### config.mk
export PLATFORM = sky130hd
export DESIGN_NAME = flash_bus_front
export DESIGN_NICKNAME = d
export VERILOG_FILES = /design/src/rtl/flash_bus_pkg.sv /design/src/rtl/fbf_mode_decode.sv /design/src/rtl/fbf_read_path.sv /design/src/rtl/fbf_cmd_capture.sv /design/src/rtl/fbf_ready_pin.sv /design/src/rtl/flash_bus_front.sv
export SDC_FILE = /design/constraint.sdc
export NUM_CORES = 1
export LEC_CHECK = 0
export BUFFER_PORTS_ARGS = -buffer_cell sky130_fd_sc_hd__buf_2
export CORE_AREA = 2 2 99 63
export DETAILED_ROUTE_END_ITERATION = 12
export DIE_AREA = 0 0 101 65
export PLACE_DENSITY = 0.77
export SYNTH_ARGS = -nofsm -noshare
export SYNTH_HDL_FRONTEND = slang
export SYNTH_SLANG_ARGS = --single-unit
### constraint.sdc
create_clock -name clk_i -period 1.6 [get_ports clk_i]
set_clock_uncertainty 0.2 [all_clocks]
set_input_delay 0 -clock clk_i [delete_from_list [all_inputs] [get_ports clk_i]]
set_output_delay 0 -clock clk_i [all_outputs]
set_load 0.02 [all_outputs]
### src/rtl/flash_bus_pkg.sv
package flash_bus_pkg;
  typedef enum logic [2:0] {
    MODE_RESET    = 3'd0,
    MODE_STANDBY  = 3'd1,
    MODE_OUT_DIS  = 3'd2,
    MODE_READ     = 3'd3,
    MODE_WRITE    = 3'd4,
    MODE_CONFLICT = 3'd5
  } bus_mode_e;

  typedef enum logic [1:0] {
    SRC_ARRAY  = 2'd0,
    SRC_IDENT  = 2'd1,
    SRC_QUERY  = 2'd2,
    SRC_STATUS = 2'd3
  } rd_src_e;

  typedef enum logic [1:0] {
    WSM_IDLE     = 2'd0,
    WSM_RUN      = 2'd1,
    WSM_ERS_SUSP = 2'd2,
    WSM_PGM_SUSP = 2'd3
  } wsm_state_e;
endpackage

### src/rtl/fbf_mode_decode.sv
module fbf_mode_decode
  import flash_bus_pkg::*;
#(
  parameter int NUM_CE = 3,
  localparam int CE_COMBOS = 1 << NUM_CE,
  parameter logic [CE_COMBOS-1:0] CE_EN_MAP = {1'b0, {(CE_COMBOS-1){1'b1}}}
) (
  input  logic              rst_ni,
  input  logic [NUM_CE-1:0] ce_ni,
  input  logic              oe_ni,
  input  logic              we_ni,
  output bus_mode_e         mode_o
);
  logic [CE_COMBOS-1:0] combo_hit;
  logic                 chip_en;

  // one-hot match of the current chip-enable pattern against the map
  for (genvar c = 0; c < CE_COMBOS; c++) begin : g_combo
    assign combo_hit[c] = (ce_ni == NUM_CE'(c)) && CE_EN_MAP[c];
  end
  assign chip_en = |combo_hit;

  always_comb begin
    if (!rst_ni)       mode_o = MODE_RESET;
    else if (!chip_en) mode_o = MODE_STANDBY;
    else begin
      unique case ({oe_ni, we_ni})
        2'b11:   mode_o = MODE_OUT_DIS;
        2'b01:   mode_o = MODE_READ;
        2'b10:   mode_o = MODE_WRITE;
        default: mode_o = MODE_CONFLICT;
      endcase
    end
  end
endmodule

### src/rtl/fbf_read_path.sv
module fbf_read_path
  import flash_bus_pkg::*;
#(
  parameter int DW = 16,
  parameter int SW = 8,
  parameter int BUSY_BIT = 7,
  localparam int LANES = DW / 8
) (
  input  bus_mode_e        mode_i,
  input  logic             byte_i,
  input  rd_src_e          src_i,
  input  wsm_state_e       wsm_i,
  input  logic [DW-1:0]    array_i,
  input  logic [DW-1:0]    ident_i,
  input  logic [DW-1:0]    query_i,
  input  logic [SW-1:0]    status_i,
  output logic [DW-1:0]    data_o,
  output logic [DW-1:0]    oe_o
);
  logic [DW-1:0]    src_val;
  logic [DW-1:0]    lane_mask;
  logic [LANES-1:0] lane_on;
  logic             reading;
  logic             busy_stat;

  assign reading   = (mode_i == MODE_READ);
  assign busy_stat = (src_i == SRC_STATUS) && (wsm_i == WSM_RUN);

  // lane 0 always present; upper lanes only in word mode
  for (genvar l = 0; l < LANES; l++) begin : g_lane
    if (l == 0) begin : g_low
      assign lane_on[l] = 1'b1;
    end else begin : g_high
      assign lane_on[l] = byte_i;
    end
    assign lane_mask[l*8 +: 8] = {8{lane_on[l]}};
  end

  always_comb begin
    unique case (src_i)
      SRC_ARRAY: src_val = array_i;
      SRC_IDENT: src_val = ident_i;
      SRC_QUERY: src_val = query_i;
      default:   src_val = {{(DW-SW){1'b0}}, status_i};
    endcase
  end

  always_comb begin
    oe_o = '0;
    if (reading) begin
      if (busy_stat) oe_o[BUSY_BIT] = 1'b1;
      else           oe_o = lane_mask;
    end
  end

  assign data_o = src_val & oe_o;
endmodule

### src/rtl/fbf_cmd_capture.sv
module fbf_cmd_capture
  import flash_bus_pkg::*;
#(
  parameter int DW = 16
) (
  input  logic          clk_i,
  input  logic          rst_ni,
  input  bus_mode_e     mode_i,
  input  logic          we_ni,
  input  logic          byte_i,
  input  logic          vpen_ok_i,
  input  logic [DW-1:0] data_i,
  output logic          cmd_valid_o,
  output logic [DW-1:0] cmd_data_o,
  output logic          proto_err_o
);
  logic          wr_q;
  logic          vpen_q;
  logic [DW-1:0] data_q;
  logic          release_evt;

  // write was seen at the previous edge and write enable is now high
  assign release_evt = wr_q && we_ni;

  always_ff @(posedge clk_i or negedge rst_ni) begin
    if (!rst_ni) begin
      wr_q   <= 1'b0;
      vpen_q <= 1'b0;
      data_q <= '0;
    end else begin
      wr_q <= (mode_i == MODE_WRITE);
      if (mode_i == MODE_WRITE) begin
        vpen_q <= vpen_ok_i;
        data_q <= byte_i ? data_i : {{(DW-8){1'b0}}, data_i[7:0]};
      end
    end
  end

  always_ff @(posedge clk_i or negedge rst_ni) begin
    if (!rst_ni) begin
      cmd_valid_o <= 1'b0;
      cmd_data_o  <= '0;
    end else begin
      cmd_valid_o <= release_evt && vpen_q;
      if (release_evt) cmd_data_o <= data_q;
    end
  end

  always_ff @(posedge clk_i or negedge rst_ni) begin
    if (!rst_ni)                        proto_err_o <= 1'b0;
    else if (mode_i == MODE_CONFLICT)   proto_err_o <= 1'b1;
  end
endmodule

### src/rtl/fbf_ready_pin.sv
module fbf_ready_pin
  import flash_bus_pkg::*;
(
  input  logic       rst_ni,
  input  wsm_state_e wsm_i,
  output logic       pull_low_o
);
  // suspend states and idle release the pin
  assign pull_low_o = rst_ni && (wsm_i == WSM_RUN);
endmodule

### src/rtl/flash_bus_front.sv
module flash_bus_front
  import flash_bus_pkg::*;
#(
  parameter int NUM_CE = 3,
  parameter int DW = 16,
  parameter int SW = 8,
  localparam int CE_COMBOS = 1 << NUM_CE,
  parameter logic [CE_COMBOS-1:0] CE_EN_MAP = {1'b0, {(CE_COMBOS-1){1'b1}}}
) (
  input  logic              clk_i,
  input  logic              rst_ni,
  input  logic [NUM_CE-1:0] ce_ni,
  input  logic              oe_ni,
  input  logic              we_ni,
  input  logic              byte_i,
  input  logic              vpen_ok_i,
  input  logic [1:0]        src_sel_i,
  input  logic [1:0]        wsm_state_i,
  input  logic [DW-1:0]     array_data_i,
  input  logic [DW-1:0]     id_data_i,
  input  logic [DW-1:0]     query_data_i,
  input  logic [SW-1:0]     status_i,
  input  logic [DW-1:0]     data_i,
  output logic [DW-1:0]     data_o,
  output logic [DW-1:0]     data_oe_o,
  output logic              sts_low_o,
  output logic [2:0]        mode_o,
  output logic              cmd_valid_o,
  output logic [DW-1:0]     cmd_data_o,
  output logic              proto_err_o
);
  bus_mode_e  mode;
  rd_src_e    src;
  wsm_state_e wsm;

  assign src    = rd_src_e'(src_sel_i);
  assign wsm    = wsm_state_e'(wsm_state_i);
  assign mode_o = mode;

  fbf_mode_decode #(
    .NUM_CE   (NUM_CE),
    .CE_EN_MAP(CE_EN_MAP)
  ) i_decode (
    .rst_ni(rst_ni),
    .ce_ni (ce_ni),
    .oe_ni (oe_ni),
    .we_ni (we_ni),
    .mode_o(mode)
  );

  fbf_read_path #(
    .DW(DW),
    .SW(SW)
  ) i_read (
    .mode_i  (mode),
    .byte_i  (byte_i),
    .src_i   (src),
    .wsm_i   (wsm),
    .array_i (array_data_i),
    .ident_i (id_data_i),
    .query_i (query_data_i),
    .status_i(status_i),
    .data_o  (data_o),
    .oe_o    (data_oe_o)
  );

  fbf_cmd_capture #(
    .DW(DW)
  ) i_cmd (
    .clk_i      (clk_i),
    .rst_ni     (rst_ni),
    .mode_i     (mode),
    .we_ni      (we_ni),
    .byte_i     (byte_i),
    .vpen_ok_i  (vpen_ok_i),
    .data_i     (data_i),
    .cmd_valid_o(cmd_valid_o),
    .cmd_data_o (cmd_data_o),
    .proto_err_o(proto_err_o)
  );

  fbf_ready_pin i_ready (
    .rst_ni    (rst_ni),
    .wsm_i     (wsm),
    .pull_low_o(sts_low_o)
  );
endmodule

==> impl_metrics.tcl, run 1 <==
set metrics [dict create \
    crit_path_start_kind "input pin" \
    cells_traversed_along_the_worst_timing_path "buf_2 > and3_1 > or4b_4 > nor2b_1 > buf_2" \
    leak_pwr_nw 1.66 \
    globalRouteTotalUtil 0.184 \
    clock_root_buffer_master "sky130_fd_sc_hd__clkbuf_8" \
    synth_compound_gate_area_share 0.0530 \
    criticalPathCategory "in -> out" \
    final-seq-area_um2 901 \
    arithmetic_cell_share_of_the_synthesized_area_counting_full_adders_half_adders_and_majority_gates 0 \
    synth_top_family_by_area "multiplexers" \
    cts-buffers-inserted 5 \
    report.final.slew_viol_count 0 \
    cts.htree.levels 2 \
    cp_peak_stage_delay_ps 640 \
    postSynthRegisterBits 36 \
    route.final.wire_length_mm 5.88 \
    async_flop_share 1.00 \
    floorplan.die_area_um2 6570 \
    dp.final_hpwl_mm 4.49 \
    critPathTopFamily "simple AND/OR/NAND/NOR gates" \
    nNetsFinal 433 \
    tritoncts_sink_count 36 \
    cts.repair_timing.setup_buffer_count 0 \
    final_hold_viol_count 0 \
    post_drt_wl_per_cell_um 14.0 \
    grt_remaining_overflow 0 \
    netlist_instances 187 \
    dominantRegCellSynth "sky130_fd_sc_hd__dfrtp_1" \
    floorplan.io_pins 139 \
    yosys.cell_count.top_type "sky130_fd_sc_hd__dfrtp_1" \
    clk-insertion-delay-late_ps 270 \
    synthesis.area_um2 2080 \
    drt-pass1-iter-count 4 \
    drt_drc_violations_left 0 \
    rsz0062_at_grt "no" \
    critPathMostFrequentCell "sky130_fd_sc_hd__buf_2" \
    worstMarginPinSlew_ps 528 \
    synth.lib_cells_used.distinct 31 \
    timing.critical_path.to_type "output pin" \
    design.core.area_um2 5780 \
    finalPower_mw 2.71 \
    yosys-top-cells-area "sky130_fd_sc_hd__dfrtp_1 43%, sky130_fd_sc_hd__mux2_2 9.2%, sky130_fd_sc_hd__mux2i_1 7.7%" \
    yosys_warnings 0 \
    synthDominantAreaCellType "sky130_fd_sc_hd__dfrtp_1" \
    floorplan.rows 22 \
    arrival_worst_endpoint_ps 1320 \
    path_buf_inv 2 \
    cts-resized-gates 0 \
    synth-edff-count 0 \
    min-delay-path-class "in -> reg" \
    cp.required_ps 1400 \
    layout.filler_cells 507 \
    grt_first_pass_wirelength_mm 9.20 \
    finalCoreUtilization 0.551 \
    share_of_the_synthesized_netlist_area_taken_by_xor_and_xnor_gates 0 \
    area.growth.synth_to_final_pct 53.5 \
    worst_vdd_rail_ir_drop_mv 0.587 \
    multi_input_comb_area_um2 991 \
    vias_per_cell 4.61 \
    antenna_found_initial 0 \
    status "completed" \
    avgSynthCellArea_um2 11.1 \
    timing.final.setup_violations 0 \
    die-width_um 101 \
    layout-drive-gt1-share 0.563 \
    antenna_cells_inserted 0 \
    holdWs_ps 21.7 \
    maxSlewHeadroom 0.647 \
    pwr_density_cell_nw_per_um2 851 \
    period_minus_slack_ps 1520 \
    cts_hold_repair.buffers 30 \
    crit_path_max_fanout 8 \
    synth_common_cells "36 x sky130_fd_sc_hd__dfrtp_1, 27 x sky130_fd_sc_hd__nand2_1, 17 x sky130_fd_sc_hd__buf_4, 17 x sky130_fd_sc_hd__mux2_2, 16 x sky130_fd_sc_hd__mux2i_1" \
    max_cap_viol_count 0 \
    tritoncts "done" \
    grt_pass1_vias 1932 \
    clockBufferDepth 2 \
    period_share 0.950 \
    drt_iter0_drc 30 \
    drt.antenna.violating_nets 0 \
    simple_gate_fraction_of_synth_area 0.151 \
    initial_utilization 0.359 \
    synth_nets 272 \
    clock.fmax_mhz 658 \
    via_count 1935 \
    cpMaxStageDelayCell "sky130_fd_sc_hd__or4b_4" \
    die_h_um 65 \
    post_synth_mux_area_share 0.260 \
    yosysSeqAreaShare 0.434 \
    grt_max_degree 25 \
    cts.reportedPaths.clkPinSlew_ps 70 \
    synth.top_cell.area_share 0.434 \
    gp_congestion 0.757 \
    numPortBuffers 138 \
]
-- worst paths after layout --
check | from | end | slack [ps] | cells after the start
max | ce_ni[2] | data_o[6] | 80 | 5
min | ce_ni[0] | i_cmd.proto_err_o | 20 | 4
max reg2reg | i_cmd.wr_q | i_cmd.cmd_data_o[6] | 330 | 3
min reg2reg | i_cmd.proto_err_o | i_cmd.proto_err_o | 260 | 2
max in group asynchronous | rst_ni | i_cmd.cmd_data_o[6] | 240 | 4
min in group asynchronous | rst_ni | i_cmd.cmd_data_o[0] | 260 | 3
-- layout by cell type (no fill, tap or decap), types with 2 or more instances in the layout --
master,count
sky130_fd_sc_hd__buf_2,138
sky130_fd_sc_hd__dfrtp_1,36
sky130_fd_sc_hd__dlygate4sd3_1,30
sky130_fd_sc_hd__nand2_1,27
sky130_fd_sc_hd__mux2_2,17
sky130_fd_sc_hd__mux2i_1,16
sky130_fd_sc_hd__buf_4,10
sky130_fd_sc_hd__inv_1,9
sky130_fd_sc_hd__or2_2,8
sky130_fd_sc_hd__o21ai_0,8
sky130_fd_sc_hd__nor2b_1,7
sky130_fd_sc_hd__mux4_2,6
sky130_fd_sc_hd__a21boi_2,5
sky130_fd_sc_hd__clkbuf_8,5
sky130_fd_sc_hd__and3_1,3
sky130_fd_sc_hd__nor2_1,2
sky130_fd_sc_hd__a21oi_1,2
sky130_fd_sc_hd__mux4_1,2
-- cells by family (layout without fill, tap and decap cells) --
| logic type | after synthesis | count (layout) |
|---|---|---|
| AND/OR/NAND/NOR | 57 | 57 |
| buffers and inverters | 35 | 196 |
| AO/OA/AOI/OAI | 18 | 18 |
| flip-flops | 36 | 36 |
| multiplexers | 41 | 41 |
-- final cells by class --
class | count | area share
clock inverter | 1 | 0.00157
timing repair buffer | 179 | 0.341
clock buffer | 6 | 0.0228
sequential | 36 | 0.283
multi-input combinational | 116 | 0.311
tap | 72 | 0.0283
inverter | 10 | 0.0130
-- where the power goes --
part	internal [mW]	leakage, nW	switching, mW
combinational	0.438	1.17	0.472
sequential	1.12	0.445	0.0895
clock	0.296	0.0410	0.294
total	1.86	1.66	0.855
-- stage by stage --
stage | setup slack (ps) | TNS [ps] | cells | area, µm²
detailed placement | 101 | 0 | 383 | 2810
finish | 80.3 | 0 | 420 | 3190
global placement | 155 | 0 | 383 | 2810
CTS | 77.0 | 0 | 420 | 3190
global route | 38.6 | 0 | 420 | 3190
floorplan | -39.9 | -39.9 | 187 | 2110
-- tightest hold or removal path: stages --
cell,delay [ps]
sky130_fd_sc_hd__buf_2,80
sky130_fd_sc_hd__nand3_1,120
sky130_fd_sc_hd__nand2_1,170
sky130_fd_sc_hd__o31ai_1,80
-- per-layer routing --
metal	vias up	wire length, µm	global-route usage
li1	950	-	-
met1	913	2630	0.231
met2	68	2860	0.318
met3	4	341	0.0496
met4	0	46	0.0456
met5	-	0	0
-- flip-flops by register name, summed over array words and instances (netlist names) --
register           cells
i_cmd.cmd_data_o      16
i_cmd.data_q          16
i_cmd.cmd_valid_o      1
i_cmd.proto_err_o      1
i_cmd.vpen_q           1
i_cmd.wr_q             1
(Power assumes the default switching activity.)
==> inputs of run 2 (changes only) <==
Settings changed: CTS_BUF_LIST set to sky130_fd_sc_hd__clkbuf_4 sky130_fd_sc_hd__clkbuf_8 sky130_fd_sc_hd__clkbuf_16.
==> impl_metrics.tcl, run 2 (synthesis results as in run 1) <==
set metrics [dict create \
    dpl-instance-area_um2 2810 \
    cts.reportedPaths.clkPinSlew_ps 70 \
    timing.critical_path.to_type "output pin" \
    fin_ws_ps 80.3 \
    post_drt_wl_per_cell_um 14.0 \
    design_area_um2 3190 \
    die_h_um 65 \
    clock_root_buffer_master "sky130_fd_sc_hd__clkbuf_8" \
    finalPower_mw 2.73 \
    report.final.slew_viol_count 0 \
    rr_startpoint "i_cmd.wr_q" \
    tritoncts "done" \
    route.final.wire_length_mm 5.87 \
    grt_pass1_vias 1936 \
    leak_pwr_nw 1.66 \
    dp.final_hpwl_mm 4.49 \
    min_to "i_cmd.proto_err_o" \
    gp_congestion 0.757 \
    die-width_um 101 \
    holdCritStartpoint "ce_ni[0]" \
    design.core.area_um2 5780 \
    drt-pass1-iter-count 4 \
    finalCoreUtilization 0.552 \
    cp_peak_stage_delay_ps 640 \
    cpMaxStageDelayCell "sky130_fd_sc_hd__or4b_4" \
    min-delay-path-class "in -> reg" \
    period_minus_slack_ps 1520 \
    drt_drc_violations_left 0 \
    clk-insertion-delay-late_ps 270 \
    layout.filler_cells 507 \
    layout.cells.most_common_list "138 x sky130_fd_sc_hd__buf_2, 36 x sky130_fd_sc_hd__dfrtp_1, 30 x sky130_fd_sc_hd__dlygate4sd3_1" \
    numPortBuffers 138 \
    r2r_slack_ps 330 \
    layout.cells.most_common "sky130_fd_sc_hd__buf_2" \
    floorplan.die_area_um2 6570 \
    floorplan.rows 22 \
    placed_cells 383 \
    critPathMostFrequentCell "sky130_fd_sc_hd__buf_2" \
    max_cap_viol_count 0 \
    clock.fmax_mhz 658 \
    worst_r2r_path_depth 3 \
    crit_path_start_kind "input pin" \
    area.growth.synth_to_final_pct 53.7 \
    globalRouteTotalUtil 0.185 \
    antenna_cells_inserted 0 \
    antenna_found_initial 0 \
    vias_per_cell 4.60 \
    number_of_cells_on_the_worst_hold_path 4 \
    final_hold_viol_count 0 \
    arrival_worst_endpoint_ps 1320 \
    detailedPlace.worstSlack_ps 101 \
    clockBufferDepth 2 \
    period_share 0.950 \
    cells_traversed_along_the_worst_timing_path "buf_2 > and3_1 > or4b_4 > nor2b_1 > buf_2" \
    timing.final.setup_violations 0 \
    cts-buffers-inserted 5 \
    worstMarginPinSlew_ps 528 \
    cts.htree.levels 2 \
    finalNonFillerCells 420 \
    floorplan.io_pins 139 \
    grt_max_degree 25 \
    status "completed" \
    pwr_density_cell_nw_per_um2 855 \
    layout-drive-gt1-share 0.566 \
    criticalPathCategory "in -> out" \
    maxSlewHeadroom 0.647 \
    cp.required_ps 1400 \
    top_regs "i_cmd.cmd_data_o x16, i_cmd.data_q x16" \
    worst_vdd_rail_ir_drop_mv 0.587 \
    drt.antenna.violating_nets 0 \
    crit_path_max_fanout 8 \
    via_count 1933 \
    grt_remaining_overflow 0 \
    tritoncts_sink_count 36 \
    worstReg2RegEnd "i_cmd.cmd_data_o[6]" \
    rsz0062_at_grt "no" \
    drt_iter0_drc 28 \
    cts.repair_timing.setup_buffer_count 0 \
    grt_first_pass_wirelength_mm 9.22 \
    nNetsFinal 433 \
    initial_utilization 0.359 \
]
run 2: final cells by class:
type | count | area, µm² | area share
inverter | 10 | 41.3 | 0.0129
clock buffer | 6 | 76.3 | 0.0239
multi-input combinational | 116 | 991 | 0.311
timing repair buffer | 179 | 1090 | 0.340
clock inverter | 1 | 5.00 | 0.00157
sequential | 36 | 901 | 0.282
tap | 72 | 90.1 | 0.0282
run 2: routing by layer:
metal / routed length [µm] / GRT usage
met5: 0 / 0
met1: 2630 / 0.231
met4: 46 / 0.0456
met2: 2860 / 0.318
met3: 341 / 0.0496
run 2: through the flow:
| stage | hold slack, ps | setup TNS [ps] |
|---|---|---|
| floorplan | -496 | -39.9 |
| global placement | -371 | 0 |
| detailed placement | -371 | 0 |
| CTS | 6.01 | 0 |
| global route | 28.4 | 0 |
| finish | 21.6 | 0 |
run 2: how the worst max path moves through the flow:
stage	depth (start not counted)	to	slack [ps]	start
6_report	5	data_o[6]	80	ce_ni[2]
4_1_cts	5	data_o[7]	80	rst_ni
5_1_grt	4	i_cmd.cmd_data_o[6]	40	rst_ni
2_1_floorplan	4	data_o[11]	-40	src_sel_i[1]
3_5_place_dp	5	data_o[6]	100	ce_ni[2]
3_3_place_gp	5	data_o[2]	150	ce_ni[2]
run 2: critical path, delay by kind of cell:
family | cells | cell delay [ps]
buffers and inverters | 2 | 280
AND/OR/NAND/NOR | 3 | 1030
run 2: what timing repair did:
item / CTS / global route
hold buffers: 30 / 0
gates resized for setup: 0 / 0
endpoints found under the hold margin: 55 / 0
run 2: where the power goes:
part	internal, mW	leakage, nW	switching (mW)
logic	0.438	1.17	0.472
clock network	0.313	0.0445	0.292
registers	1.12	0.445	0.0893
total	1.87	1.66	0.854
==> inputs of run 3 (changes only) <==
Clock period 1.6 ns to 1.3 ns, I/O delays scaled along.
==> impl_metrics.tcl, run 3 (synthesis results as in run 1) <==
set metrics [dict create \
    crit_path_max_fanout 8 \
    holdWs_ps 78.2 \
    swShare 0.314 \
    layout-drive-gt1-share 0.632 \
    grt_pass1_vias 2080 \
    clockBufferDepth 2 \
    cts.reportedPaths.clkPinSlew_ps 70 \
    timing.critical_path.to_type "output pin" \
    timing.final.setup_violations 21 \
    number_of_cells_on_the_worst_hold_path 3 \
    power_switching_mw 1.10 \
    grt_remaining_overflow 0 \
    floorplan.io_pins 139 \
    post_drt_wl_per_cell_um 14.7 \
    cts-buffers-inserted 5 \
    tritoncts "done" \
    layout.filler_cells 491 \
    violations "negative setup slack" \
    gp_congestion 0.889 \
    report.final.slew_viol_count 0 \
    die_h_um 65 \
    layout.cells.most_common "sky130_fd_sc_hd__buf_2" \
    top_regs "i_cmd.cmd_data_o x16, i_cmd.data_q x16" \
    worst_vdd_rail_ir_drop_mv 0.701 \
    pwr_density_cell_nw_per_um2 1010 \
    clock_root_buffer_master "sky130_fd_sc_hd__clkbuf_8" \
    period_share 1.11 \
    drt_drc_violations_left 0 \
    fin_ws_ps -147 \
    clk-insertion-delay-late_ps 280 \
    arrival_worst_endpoint_ps 1250 \
    internal-power_mw 2.42 \
    numPortBuffers 138 \
    floorplan.die_area_um2 6570 \
    clock.fmax_mhz 691 \
    rsz0062_at_grt "yes" \
    dp.final_hpwl_mm 4.71 \
    min-delay-path-class "in -> reg" \
    worst_r2r_path_depth 2 \
    grt_max_degree 37 \
    drt-pass1-iter-count 4 \
    globalRouteTotalUtil 0.189 \
    worstMarginPinSlew_ps 450 \
    cp.required_ps 1100 \
    finalSetupTns_ps -2050 \
    floorplan.rows 22 \
    detailedPlace.worstSlack_ps -145 \
    cts.repair_timing.setup_buffer_count 0 \
    layout.cells.most_common_list "108 x sky130_fd_sc_hd__buf_2, 36 x sky130_fd_sc_hd__dfrtp_1, 25 x sky130_fd_sc_hd__nand2_1, 25 x sky130_fd_sc_hd__buf_4, 24 x sky130_fd_sc_hd__buf_6" \
    initial_utilization 0.359 \
    antenna_cells_inserted 0 \
    leak_pwr_nw 1.75 \
    status "complete, but fails checks" \
    design.core.area_um2 5780 \
    period_minus_slack_ps 1450 \
    tritoncts_sink_count 36 \
    maxSlewHeadroom 0.700 \
    antenna_found_initial 0 \
    pwr-share-comb 0.336 \
    cts.htree.levels 2 \
    vias_per_cell 4.69 \
    max_cap_viol_count 0 \
    p_clk_frac 0.237 \
    grt_first_pass_wirelength_mm 9.65 \
    via_count 1984 \
    crit_path_start_kind "input pin" \
    route.final.wire_length_mm 6.22 \
    die-width_um 101 \
    drt_iter0_drc 41 \
    final_hold_viol_count 0 \
    criticalPathCategory "in -> out" \
    nNetsFinal 435 \
    area.growth.synth_to_final_pct 67.6 \
    drt.antenna.violating_nets 0 \
    power.share.sequential 0.427 \
]
## run 3: cell count changes in the layout (fill, tap and decap cells not counted), sizes merged
cell / before / now
clkbuf: 6 / 7
clkinv: 1 / 0
clkinvlp: 1 / 2
dlygate4sd3: 30 / 22
buf: 149 / 159
## run 3: final cells by class
type	instances	area [µm²]	share of cell area
Clock buffer	7	90.1	0.0259
Tap cell	72	90.1	0.0259
Inverter	10	41.3	0.0119
Timing Repair Buffer	181	1260	0.362
Multi-Input combinational cell	116	1090	0.313
Clock inverter	1	7.51	0.00216
Sequential cell	36	901	0.259
## run 3: metal layers
metal  global-route usage  wire length (µm)
met1                0.232              2740
met2                0.340              3000
met3               0.0572               447
met4               0.0186                34
met5                    0                 0
## run 3: worst max-delay path, cell delays in order
cell,delay (ps)
sky130_fd_sc_hd__buf_6,90
sky130_fd_sc_hd__and4b_4,190
sky130_fd_sc_hd__or4b_4,620
sky130_fd_sc_hd__clkinvlp_4,160
sky130_fd_sc_hd__buf_2,170
## run 3: power by group through the flow
stage / combinational, mW / sequential (mW) / clock, mW
final: 1.18 / 1.50 / 0.833
after detailed placement: 1.10 / 1.52 / 0
after global placement: 1.06 / 1.51 / 0
after global routing: 1.28 / 1.54 / 0.898
after floorplan: 0.483 / 1.70 / 0
after CTS: 1.17 / 1.50 / 0.854
## run 3: per-stage QoR
stage / utilization / instance area (µm²) / total power, mW / std cells
final: 0.602 / 3480 / 3.52 / 423
after global routing: 0.602 / 3480 / 3.72 / 423
after CTS: 0.591 / 3420 / 3.53 / 423
after detailed placement: 0.514 / 2970 / 2.61 / 393
after global placement: 0.514 / 2970 / 2.57 / 393
after floorplan: - / 2220 / 2.18 / 187
## run 3: worst paths after layout
path | start | end | slack, ps
max | src_sel_i[0] | data_oe_o[5] | -150
min | rst_ni | i_cmd.wr_q | 80
max reg2reg | i_cmd.wr_q | i_cmd.cmd_data_o[1] | 60
min reg2reg | i_cmd.cmd_data_o[12] | i_cmd.cmd_data_o[12] | 280
max in group asynchronous | rst_ni | i_cmd.cmd_data_o[9] | 390
min in group asynchronous | rst_ni | i_cmd.data_q[11] | 190
## run 3: what timing repair did
item | CTS | global route
hold buffers | 22 | 0
resized for setup | 39 | 15
cloned | 0 | 0
endpoints found under the setup margin | 39 | 31
pin swaps | 1 | 1
endpoints found under the hold margin | 55 | 0
